File: src/rtl/dram_rfsh_pkg.sv
package dram_rfsh_pkg;

    // Strobe FSM state. Bit 0 = RAS active, bit 1 = CAS active, bit 2 = pins owned.
    // Each strobe comes straight from one state bit, so no decode glitches.
    typedef enum logic [2:0] {
        ST_IDLE    = 3'b000,
        ST_CSETUP  = 3'b110,
        ST_BOTH    = 3'b111,
        ST_RASONLY = 3'b101,
        ST_PRECHG  = 3'b100
    } rfsh_state_e;

    typedef struct packed {
        logic sel;
        logic ras_n;
        logic cas_n;
        logic we_n;
    } strobe_t;

    function automatic int ns_to_cyc(input int ns, input int clk_ps);
        return (ns * 1000 + clk_ps - 1) / clk_ps;
    endfunction

    function automatic int imax(input int a, input int b);
        return (a > b) ? a : b;
    endfunction

endpackage

File: src/rtl/rfsh_timebase.sv
module rfsh_timebase #(
    parameter int PAUSE_CYC = 40000,
    parameter int INT_CYC   = 3000
) (
    input  logic clk,
    input  logic rst,
    input  logic run_en,
    output logic pause_done,
    output logic tick
);
    localparam int PW = $clog2(PAUSE_CYC + 1);
    localparam int IW = $clog2(INT_CYC + 1);

    logic [PW-1:0] pause_cnt;
    logic [IW-1:0] int_cnt;

    always_ff @(posedge clk) begin
        if (rst) begin
            pause_cnt  <= '0;
            pause_done <= 1'b0;
        end else if (!pause_done) begin
            if (pause_cnt == PW'(PAUSE_CYC - 1))
                pause_done <= 1'b1;
            else
                pause_cnt <= pause_cnt + 1'b1;
        end
    end

    always_ff @(posedge clk) begin
        if (rst || !run_en)
            int_cnt <= '0;
        else if (int_cnt == IW'(INT_CYC - 1))
            int_cnt <= '0;
        else
            int_cnt <= int_cnt + 1'b1;
    end

    assign tick = run_en && (int_cnt == IW'(INT_CYC - 1));

    // interval ticks only once initialisation is complete
    p_tick_gated_r10: assert property (@(posedge clk) disable iff (rst)
        tick |-> (run_en && pause_done));

endmodule

File: src/rtl/rfsh_backlog.sv
module rfsh_backlog #(
    parameter int DEPTH = 4
) (
    input  logic clk,
    input  logic rst,
    input  logic add,
    input  logic take,
    output logic has_work
);
    localparam int LW = $clog2(DEPTH + 1);

    logic [LW-1:0] level;

    always_ff @(posedge clk) begin
        if (rst) begin
            level <= '0;
        end else begin
            case ({add, take})
                2'b10:   if (level != LW'(DEPTH)) level <= level + 1'b1;
                2'b01:   level <= level - 1'b1;
                default: level <= level;
            endcase
        end
    end

    assign has_work = (level != '0);

    // backlog saturates at its depth
    p_no_overflow_r9: assert property (@(posedge clk) disable iff (rst)
        level <= LW'(DEPTH));

    // a cycle is only taken from a non-empty backlog
    p_take_nonempty_r9: assert property (@(posedge clk) disable iff (rst)
        take |-> has_work);

endmodule

File: src/rtl/rfsh_cycle_fsm.sv
module rfsh_cycle_fsm
    import dram_rfsh_pkg::*;
#(
    parameter int CSR_CYC = 2,
    parameter int CHR_CYC = 2,
    parameter int RAS_CYC = 10,
    parameter int PRE_CYC = 6
) (
    input  logic    clk,
    input  logic    rst,
    input  logic    start,
    output logic    idle,
    output logic    done,
    output strobe_t strb
);
    localparam int L_CSR   = imax(CSR_CYC, 1);
    localparam int L_BOTH  = imax(CHR_CYC, 1);
    localparam int L_RONLY = imax(RAS_CYC - L_BOTH, 1);
    localparam int L_PRE   = imax(PRE_CYC, 1);
    localparam int L_MAX   = imax(imax(L_CSR, L_BOTH), imax(L_RONLY, L_PRE));
    localparam int CW      = $clog2(L_MAX + 1);
    localparam int RLW     = $clog2(L_BOTH + L_RONLY + 1);

    rfsh_state_e   state;
    logic [CW-1:0] cnt;
    logic [RLW-1:0] ras_lo_cnt;

    always_ff @(posedge clk) begin
        if (rst) begin
            state <= ST_IDLE;
            cnt   <= '0;
        end else if (state == ST_IDLE) begin
            if (start) begin
                state <= ST_CSETUP;
                cnt   <= CW'(L_CSR - 1);
            end
        end else if (cnt != '0) begin
            cnt <= cnt - 1'b1;
        end else begin
            case (state)
                ST_CSETUP:  begin state <= ST_BOTH;    cnt <= CW'(L_BOTH - 1);  end
                ST_BOTH:    begin state <= ST_RASONLY; cnt <= CW'(L_RONLY - 1); end
                ST_RASONLY: begin state <= ST_PRECHG;  cnt <= CW'(L_PRE - 1);   end
                default:    begin state <= ST_IDLE;    cnt <= '0;               end
            endcase
        end
    end

    // RAS low width tracker, used only by the width check
    always_ff @(posedge clk) begin
        if (rst || !state[0])
            ras_lo_cnt <= '0;
        else
            ras_lo_cnt <= ras_lo_cnt + 1'b1;
    end

    assign idle       = (state == ST_IDLE);
    assign done       = (state == ST_PRECHG) && (cnt == '0);
    assign strb.sel   = state[2];
    assign strb.ras_n = ~state[0];
    assign strb.cas_n = ~state[1];
    assign strb.we_n  = 1'b1;

    // a new cycle only begins from idle
    p_start_idle_r4: assert property (@(posedge clk) disable iff (rst)
        start |-> idle);

    // RAS low long enough when leaving the RAS-only phase
    p_ras_width_r6: assert property (@(posedge clk) disable iff (rst)
        (state == ST_RASONLY && cnt == '0) |-> (int'(ras_lo_cnt) + 1 >= RAS_CYC));

    // RAS is never active without CAS having led it
    p_cbr_order_r5: assert property (@(posedge clk) disable iff (rst)
        (state == ST_BOTH) |-> ($past(state) == ST_CSETUP || $past(state) == ST_BOTH));

endmodule

File: src/rtl/dram_rfsh_seq.sv
module dram_rfsh_seq
    import dram_rfsh_pkg::*;
#(
    parameter int CLK_PS      = 5000,
    parameter int PAUSE_NS    = 200000,
    parameter int INTERVAL_NS = 15000,
    parameter int INIT_CYCLES = 8,
    parameter int BACKLOG_MAX = 4,
    parameter int CSR_NS      = 10,
    parameter int CHR_NS      = 10,
    parameter int RAS_NS      = 50,
    parameter int RP_NS       = 30,
    parameter int RPC_NS      = 5
) (
    input  logic clk,
    input  logic rst,
    input  logic ref_gnt,
    output logic ref_req,
    output logic strobe_sel,
    output logic ras_n,
    output logic cas_n,
    output logic we_n,
    output logic init_done
);
    localparam int PAUSE_CYC = imax(ns_to_cyc(PAUSE_NS, CLK_PS), 1);
    localparam int INT_CYC   = imax(ns_to_cyc(INTERVAL_NS, CLK_PS), 2);
    localparam int CSR_CYC   = ns_to_cyc(CSR_NS, CLK_PS);
    localparam int CHR_CYC   = ns_to_cyc(CHR_NS, CLK_PS);
    localparam int RAS_CYC   = ns_to_cyc(RAS_NS, CLK_PS);
    localparam int PRE_CYC   = imax(ns_to_cyc(RP_NS, CLK_PS), ns_to_cyc(RPC_NS, CLK_PS));
    localparam int NW        = $clog2(INIT_CYCLES + 1);

    logic          pause_done, tick, has_work;
    logic          fsm_idle, fsm_done, start;
    logic          fin_q;
    logic [NW-1:0] init_cnt;
    strobe_t       strb;

    rfsh_timebase #(.PAUSE_CYC(PAUSE_CYC), .INT_CYC(INT_CYC)) u_time (
        .clk(clk), .rst(rst), .run_en(init_done),
        .pause_done(pause_done), .tick(tick));

    rfsh_backlog #(.DEPTH(BACKLOG_MAX)) u_backlog (
        .clk(clk), .rst(rst), .add(tick), .take(start && init_done),
        .has_work(has_work));

    rfsh_cycle_fsm #(.CSR_CYC(CSR_CYC), .CHR_CYC(CHR_CYC),
                     .RAS_CYC(RAS_CYC), .PRE_CYC(PRE_CYC)) u_fsm (
        .clk(clk), .rst(rst), .start(start),
        .idle(fsm_idle), .done(fsm_done), .strb(strb));

    assign ref_req = fsm_idle &&
                     ((pause_done && !init_done && (init_cnt < NW'(INIT_CYCLES))) ||
                      (init_done && has_work));
    assign start   = ref_req && ref_gnt;

    always_ff @(posedge clk) begin
        if (rst) begin
            init_cnt  <= '0;
            fin_q     <= 1'b0;
            init_done <= 1'b0;
        end else begin
            if (start && !init_done && init_cnt < NW'(INIT_CYCLES))
                init_cnt <= init_cnt + 1'b1;
            fin_q     <= fsm_done && !init_done && (init_cnt == NW'(INIT_CYCLES));
            init_done <= init_done | fin_q;
        end
    end

    assign strobe_sel = strb.sel;
    assign ras_n      = strb.ras_n;
    assign cas_n      = strb.cas_n;
    assign we_n       = strb.we_n;

    // nothing is requested during the power-up pause
    p_quiet_pause_r2: assert property (@(posedge clk) disable iff (rst)
        !pause_done |-> !ref_req);

    // ready flag never drops once raised
    p_init_sticky_r3: assert property (@(posedge clk) disable iff (rst)
        init_done |=> init_done);

    // granted request turns into an owned cycle and the request drops
    p_req_drops_r4: assert property (@(posedge clk) disable iff (rst)
        start |=> (!ref_req && strobe_sel));

    // strobes idle whenever the pins are not owned
    p_idle_strobes_r1: assert property (@(posedge clk) disable iff (rst)
        !strobe_sel |-> (ras_n && cas_n && we_n));

    // CAS already low on the edge before RAS falls
    p_cas_leads_r5: assert property (@(posedge clk) disable iff (rst)
        $fell(ras_n) |-> (!cas_n && $past(!cas_n)));

endmodule

File: config.mk
export PLATFORM = sky130hd
export DESIGN_NAME = dram_rfsh_seq
export DESIGN_NICKNAME = d
export VERILOG_FILES = /design/src/rtl/dram_rfsh_pkg.sv /design/src/rtl/rfsh_timebase.sv /design/src/rtl/rfsh_backlog.sv /design/src/rtl/rfsh_cycle_fsm.sv /design/src/rtl/dram_rfsh_seq.sv
export SDC_FILE = /design/constraint.sdc
export NUM_CORES = 1
export LEC_CHECK = 0
export BUFFER_PORTS_ARGS = -buffer_cell sky130_fd_sc_hd__buf_4
export CAP_MARGIN = 20
export CORE_MARGIN = 10
export CORE_UTILIZATION = 40
export CTS_BUF_LIST = sky130_fd_sc_hd__clkbuf_8
export DETAILED_ROUTE_END_ITERATION = 12
export SLEW_MARGIN = 20
export SYNTH_ARGS = -nofsm -noshare
export SYNTH_HDL_FRONTEND = slang
export SYNTH_SLANG_ARGS = --single-unit
File: constraint.sdc
create_clock -name clk -period 4.6 [get_ports clk]
set_clock_uncertainty 0.05 [all_clocks]
set_input_delay 0.23 -clock clk [delete_from_list [all_inputs] [get_ports clk]]
set_output_delay 0.23 -clock clk [all_outputs]
set_load 0.005 [all_outputs]
[Word-level counts from Yosys, hierarchy flattened]
Index checks and enable logic that the tools add are counted.
Storage, ports and cells
  register bits: 45
  word-level logic and storage cells: 70
  output and inout bits: 6
Cells by class
  $add $sub $neg: 6
  mux-type cells: 12
  reductions and logical operators: 24
  equality and inequality tests: 13
  order comparisons: 1
  bitwise operators: 5
Operators by type and width (number)
  $pmux 3 s3: 2
  $add 16x1->16 const B: 1
  $eq 16x16->1 const B: 1
  $add 12x1->12 const B: 1
  $eq 12x12->1 const B: 1
  $eq 3x3->1 const B: 4
  $logic_and 1x1->1: 12
  $mux 3: 4
  $mux 4: 3
  $pmux 3 s2: 1
  $reduce_and 2->1: 3
  $add 4x1->4 const B: 1
  $eq 4x4->1 const B: 1
  $logic_not 4->1: 1
  $lt 4x4->1 const B: 1
  $ne 2x1->1 const B: 2
  $not 1->1: 4
  $reduce_bool 4->1: 1
  $sub 4x1->4 const B: 1
  $add 3x1->3 const B: 1
  $logic_not 3->1: 1
  $ne 3x3->1 const B: 1
  $reduce_bool 3->1: 1
  $sub 3x1->3 const B: 1
  9 further kinds: 11

[Logic depth before layout (Yosys ltp)]
  word-level depth: 10
  mapped depth: 9
  gate-level depth less buffers: 9

[Cells and area by module]
Synthesis repeated with hierarchy kept, for this count alone.
Second synthesis, totals
  cells, all modules: 270
  area total of the unflattened synthesis: 2353.5 um^2
Modules (own cells, without submodules)
  rfsh_timebase: cells each 154, instances 1, area each 1341.3 um^2, seq. area each 580.6 um^2
  rfsh_cycle_fsm: cells each 52, instances 1, area each 432.9 um^2, seq. area each 140.1 um^2
  dram_rfsh_seq: cells each 37, instances 1, area each 329.1 um^2, seq. area each 120.1 um^2
  rfsh_backlog: cells each 27, instances 1, area each 250.2 um^2, seq. area each 60.1 um^2

[Worst setup path before layout]
No wires, ideal clock.
  path kind: register to register
  from: reg u_fsm.state[2]
  to: reg u_backlog.level[2]
  cell stages (with the launch flop): 10
  data arrival time: 2.095 ns
  slack: 2.331 ns
  buffers on the path: 1
  data required time: 4.426 ns
  path through: dfxtp_1 -> clkbuf_1 -> nor3_2 -> o211a_1 -> and2_4 -> nand2_1 -> fa_1 -> nor4_1 -> o21a_1 -> o32ai_1
On the way
  cells in the longest elaborated chain, start to end: 7
  elaborated cells on any way between the ends: 10
  classes of those cells: eq/ne (3); mux (1); reduce/logical (6)
Ends and longest elaborated chain
  start, declared: line rfsh_cycle_fsm.sv:24  | rfsh_state_e state;
  start signal, assigned: line rfsh_cycle_fsm.sv:30  | state <= ST_IDLE;
  start signal, assigned: line rfsh_cycle_fsm.sv:34  | state <= ST_CSETUP;
  start signal, assigned: line rfsh_cycle_fsm.sv:41  | ST_CSETUP: begin state <= ST_BOTH; cnt <= CW'(L_BOTH - 1); end
  $logic_not 3->1 *: line rfsh_cycle_fsm.sv:57  | assign idle = (state == ST_IDLE);
  $logic_and 1x1->1 *: line dram_rfsh_seq.sv:52  | assign ref_req = fsm_idle &&
  $logic_and 1x1->1 *: line dram_rfsh_seq.sv:55  | assign start = ref_req && ref_gnt;
  $logic_and 1x1->1 *: line dram_rfsh_seq.sv:44  | .clk(clk), .rst(rst), .add(tick), .take(start && init_done),
  $eq 2x2->1 or $eq 2x1->1 (tied branches): line rfsh_backlog.sv:18  | case ({add, take})
  $ne 2x1->1 (no line) or $reduce_bool 2->1 (tied branches)
  $reduce_and 2->1 (no line)
  end signal, assigned: line rfsh_backlog.sv:19  | 2'b10: if (level != LW'(DEPTH)) level <= level + 1'b1;
  end signal, assigned: line rfsh_backlog.sv:20  | 2'b01: level <= level - 1'b1;
  end signal, assigned: line rfsh_backlog.sv:21  | default: level <= level;
  end, declared: line rfsh_backlog.sv:12  | logic [LW-1:0] level;
Every way passes the cells marked *; elsewhere a longest branch is shown, timed or not.
A chain may end at the register's enable or synchronous reset.

[Worst setup path in the final report]
  from: reg u_time.pause_done
  to: reg u_backlog.level[2]
On the way
  cells in the longest elaborated chain, start to end: 9
  elaborated cells on any way between the ends: 12
  classes of those cells: eq/ne (3); mux (1); reduce/logical (8)
Ends and longest elaborated chain
  start, declared: line rfsh_timebase.sv:8  | output logic pause_done,
  start signal, assigned: line rfsh_timebase.sv:20  | pause_done <= 1'b0;
  start signal, assigned: line rfsh_timebase.sv:23  | pause_done <= 1'b1;
  $logic_and 1x1->1 * (2 in series): line dram_rfsh_seq.sv:53  | ((pause_done && !init_done && (init_cnt < NW'(INIT_CYCLES))) ||
  $logic_or 1x1->1 *: line dram_rfsh_seq.sv:53
  $logic_and 1x1->1 *: line dram_rfsh_seq.sv:52
  $logic_and 1x1->1 *: line dram_rfsh_seq.sv:55
  $logic_and 1x1->1 *: line dram_rfsh_seq.sv:44
  $eq 2x2->1 or $eq 2x1->1 (tied branches): line rfsh_backlog.sv:18
  $ne 2x1->1 (no line) or $reduce_bool 2->1 (tied branches)
  $reduce_and 2->1 (no line)
Marks and branches as above.

==> impl_summary.txt <==
----------------------------------------------------
[Outcome]
  Run status ... finished, final reports clean

[Routing]
  Total wire length ... roughly 3600 um
  Average wire per standard cell ... 11.02 um
  Starting DRT DRC Count ... 86
  Remaining antenna violation count ... 0
  DR DRC count ... 0
  Drt first pass iters ... 4
  Average vias per placed instance ... 4.954
  Vias after detailed routing ... 1,610

[Yosys]
  Distinct cells, synth ... 47
  Portion of netlist area occupied by mux cells ... under 10%
  Most area-consuming cells after synthesis ... sky130_fd_sc_hd__dfxtp_1 (42%), sky130_fd_sc_hd__nor2_1 (8.7%), sky130_fd_sc_hd__xnor2_1 (7.3%), sky130_fd_sc_hd__nand3_1 (4.2%), sky130_fd_sc_hd__xor2_1 (4.1%)
  Synth area leader ... sky130_fd_sc_hd__dfxtp_1
  Area fraction in compound gates after synthesis ... under 10%
  Dominant combinational cell family by area after synthesis ... simple AND/OR/NAND/NOR gates
  Arithmetic-cell share of the synthesized area counting full adders, half adders and majority gates ... approximately 4.4%
  Proportion of netlist area held by the largest area contributor ... 41.98%
  Cell area after technology mapping ... ~2100 um^2
  XOR/XNOR share of the synthesized area ... 11.43%
  Instance count of the mapped netlist ... 251
  Post-synthesis net count ... ~260
  Area fraction in and, or, nand and nor cells after synthesis ... between 20% and 30%
  Syn Area/Cell ... 8.549 um^2
  Dominant synthesized flop cell ... sky130_fd_sc_hd__dfxtp_1
  Share of synthesized area occupied by flip-flops and latches ... between 40% and 50%
  Fraction of registers with async set or reset after synthesis ... 0%
  Post-synth EDFFs ... 0
  #FFs+latches synth ... 45
  Count of synthesis-stage warnings from yosys ... 0

[Worst setup path]
  CP Buf/Inv Count ... 0
  Cell-by-cell trace of the critical path ... nor3b_1 > o211a_1 > and2_4 > nand2_1 > fa_1 > nor4_1 > o21a_1 > o32ai_1
  Cell class contributing the biggest share of worst-path delay ... simple AND/OR/NAND/NOR gates
  Standard cell with the maximum stage delay on the critical path ... sky130_fd_sc_hd__dfxtp_1
  Slowest cell delay on critical path ... between 400 and 500 ps
  Category of the most critical setup path ... reg2reg
  Crit path max fanout ... 10
  Critical Path RT ... roughly 4700 ps
  Kind of end point of the critical path ... flop
  Data arrival at the endpoint of the critical path ... about 2700 ps
  Critical Path Start Type ... flop

[Die]
  Count of standard-cell rows ... 26
  Die Footprint ... a little under 9000 um^2
  I/O pin total ... 9
  Height of the die ... 93.24 um
  Width of the die ... about 93 um
  Effective utilization at floorplan ... 41.75%
  Core Area ... about 5100 um^2

[Layout]
  Area of all sequential standard cells ... ~900 um^2
  Antenna fix cells ... 0
  Share of post-route cells with drive strength above 1 ... just under 8%
  Final net count ... roughly 270
  Non-Filler Instances ... roughly 330
  Fin util ... 45.23%
  Area of combinational cells with multiple inputs ... ~1200 um^2
  Post-route standard cell area excluding fillers ... between 2000 and 2500 um^2
  Layout Area Growth over Synthesis ... 8.338%
  Most frequent standard cell in the layout excluding fill and tap cells ... sky130_fd_sc_hd__nor2_1
  Count of filler cells inserted in the layout ... between 500 and 600
  Highest-count cells in the layout ignoring fill and taps ... sky130_fd_sc_hd__nor2_1 (50), sky130_fd_sc_hd__dfxtp_1 (45), sky130_fd_sc_hd__nand3_1 (18), sky130_fd_sc_hd__xnor2_1 (18), sky130_fd_sc_hd__nand2_1 (14)

[Placement]
  Number of buffers added on ports ... 7
  Standard cell area after detailed placement ... between 2000 and 2500 um^2
  Placed cells ... 318
  Dpl ws ... between 2000 and 2500 ps
  Post-DP HPWL ... ~2500 um
  Placer congestion estimate ... ~0.75

[Global routing]
  Number of antenna violations at the first check in global routing ... 0
  Overall routing resource usage ... about 9%
  Number of global-route vias before repair ... ~1,500
  Global-route wire length before repair ... between 6000 and 7000 um
  Global-route congestion overflow total ... 0
  Pin count of the biggest net entering global routing ... 37

[Power]
  Max VDD drop ... roughly 0.12 mV
  PwrDens ... about 280 nW/um^2
  Standby leakage power ... 0.0007731 uW

[Clock network]
  Total setup buffers inserted after CTS ... 0
  Max clock buf depth ... 2
  Clock tree from TritonCTS ... done
  Number of cells upsized or downsized after cts ... 0
  Clk root buf ... sky130_fd_sc_hd__clkbuf_8
  Clock transition at the registers of the reported paths ... approximately 80 ps
  Number of hold buffers added after CTS ... 0
  Total clock sinks ... 45
  CTS buffer count ... 5
  Clock latency on the worst-skew pair ... slightly below 300 ps
  H-tree levels ... 2

[Timing]
  Relative slew slack ... between 50% and 60%
  Unrepaired setup endpoints after global routing ... no
  Slew Limit Fails ... 0
  Slew at the pin closest to its max-slew limit ... between 600 and 700 ps
  Post-route setup TNS ... 0 ps
  Final worst-path cycle share ... between 50% and 60%
  Post-layout worst setup margin ... 2047 ps
  FMAX ... a little under 400 MHz
  Setup violations, final ... 0
  Min Clock Period, post-route ... between 2000 and 3000 ps
  Total count of hold-check failures in the final report ... 0

[Run]
  Maximum Capacitance Violations ... 0

[Hold path]
  Class of the most critical hold timing path ... in2reg

----------------------------------------------------
-- cells in the mapped netlist (2+ instances only) --
cell type and count:
sky130_fd_sc_hd__clkbuf_1 6, sky130_fd_sc_hd__or3_1 2, sky130_fd_sc_hd__nor4b_1 2, sky130_fd_sc_hd__o21ai_0 3, sky130_fd_sc_hd__dfxtp_1 45, sky130_fd_sc_hd__nor3b_1 3, sky130_fd_sc_hd__nor2_1 50, sky130_fd_sc_hd__nor3_1 6
sky130_fd_sc_hd__nand2b_1 3, sky130_fd_sc_hd__nand2_1 14, sky130_fd_sc_hd__inv_1 10, sky130_fd_sc_hd__ha_1 6, sky130_fd_sc_hd__buf_4 2, sky130_fd_sc_hd__buf_2 2, sky130_fd_sc_hd__nor4_1 4, sky130_fd_sc_hd__o21a_1 2
sky130_fd_sc_hd__xnor2_1 18, sky130_fd_sc_hd__mux2_1 2, sky130_fd_sc_hd__a211oi_1 4, sky130_fd_sc_hd__o211ai_1 2, sky130_fd_sc_hd__and3_1 4, sky130_fd_sc_hd__xor2_1 10, sky130_fd_sc_hd__nand3_1 18, sky130_fd_sc_hd__a21oi_1 10
-- metrics by stage --
| step | hold WS, ps | power [uW] |
|---|---|---|
| 2_1_floorplan | 361.4 | 412.6 |
| 3_3_place_gp | 378.3 | 415.2 |
| 3_5_place_dp | 374.2 | 415.3 |
| 4_1_cts | 269.9 | 658.1 |
| 5_1_grt | 290.8 | 673.7 |
| 6_report | 280.3 | 643.9 |
-- worst paths after layout --
kind / startpoint / to / slack, ps / cells after the start
min reg2reg: fin_q / init_done / 400 / 2
min: rst / u_time.pause_cnt[6] / 280 / 2
max: u_time.pause_done / u_backlog.level[2] / 2050 / 8
max reg2reg: u_time.pause_done / u_backlog.level[2] / 2050 / 8
-- flip-flops by register name, indices dropped and copies added (netlist names) --
register,cells
init_cnt,4
u_time.pause_cnt,16
fin_q,1
u_time.int_cnt,12
init_done,1
u_backlog.level,3
u_fsm.cnt,4
u_time.pause_done,1
u_fsm.state,3
-- power breakdown --
group          total [uW]  switching [uW]  internal [uW]
clock network         238             121            117
logic                12.0            7.44           4.54
registers             394            2.43            392
-- per-layer routing --
metal	track usage, %	share of wire (%)	up-vias
li1	-	-	860
met2	13.34	43	18
met1	11.55	53	726
met4	3.085	1.5	0
met3	2.798	3.0	6
met5	0	0	-
-- cell families (layout without fill, tap and decap cells) --
logic type / after synthesis / count (layout)
AO/OA/AOI/OAI: 29 / 29
buffers and inverters: 20 / 24
flip-flops: 45 / 45
other: 1 / 1
adder cells (fa/ha/maj): 7 / 7
XOR/XNOR: 28 / 28
multiplexers: 3 / 3
AND/OR/NAND/NOR: 118 / 118
-- cell type report --
type / instances / share of cell area, %
clock buffer: 6 / 3.552
clock inverter: 1 / 0.1615
inverter: 10 / 1.615
multi-input combinational: 186 / 49.89
sequential: 45 / 38.75
tap: 70 / 3.767
timing repair buffer: 7 / 2.260
-- worst reg2reg max path, cell delays in order (launching register included) --
cell                      delay [ps]
sky130_fd_sc_hd__dfxtp_1         490
sky130_fd_sc_hd__nor3b_1         370
sky130_fd_sc_hd__o211a_1         320
sky130_fd_sc_hd__and2_4          190
sky130_fd_sc_hd__nand2_1          60
sky130_fd_sc_hd__fa_1            420
sky130_fd_sc_hd__nor4_1          310
sky130_fd_sc_hd__o21a_1          150
sky130_fd_sc_hd__o32ai_1          70
Note: power is estimated with default switching activity, not from simulation.
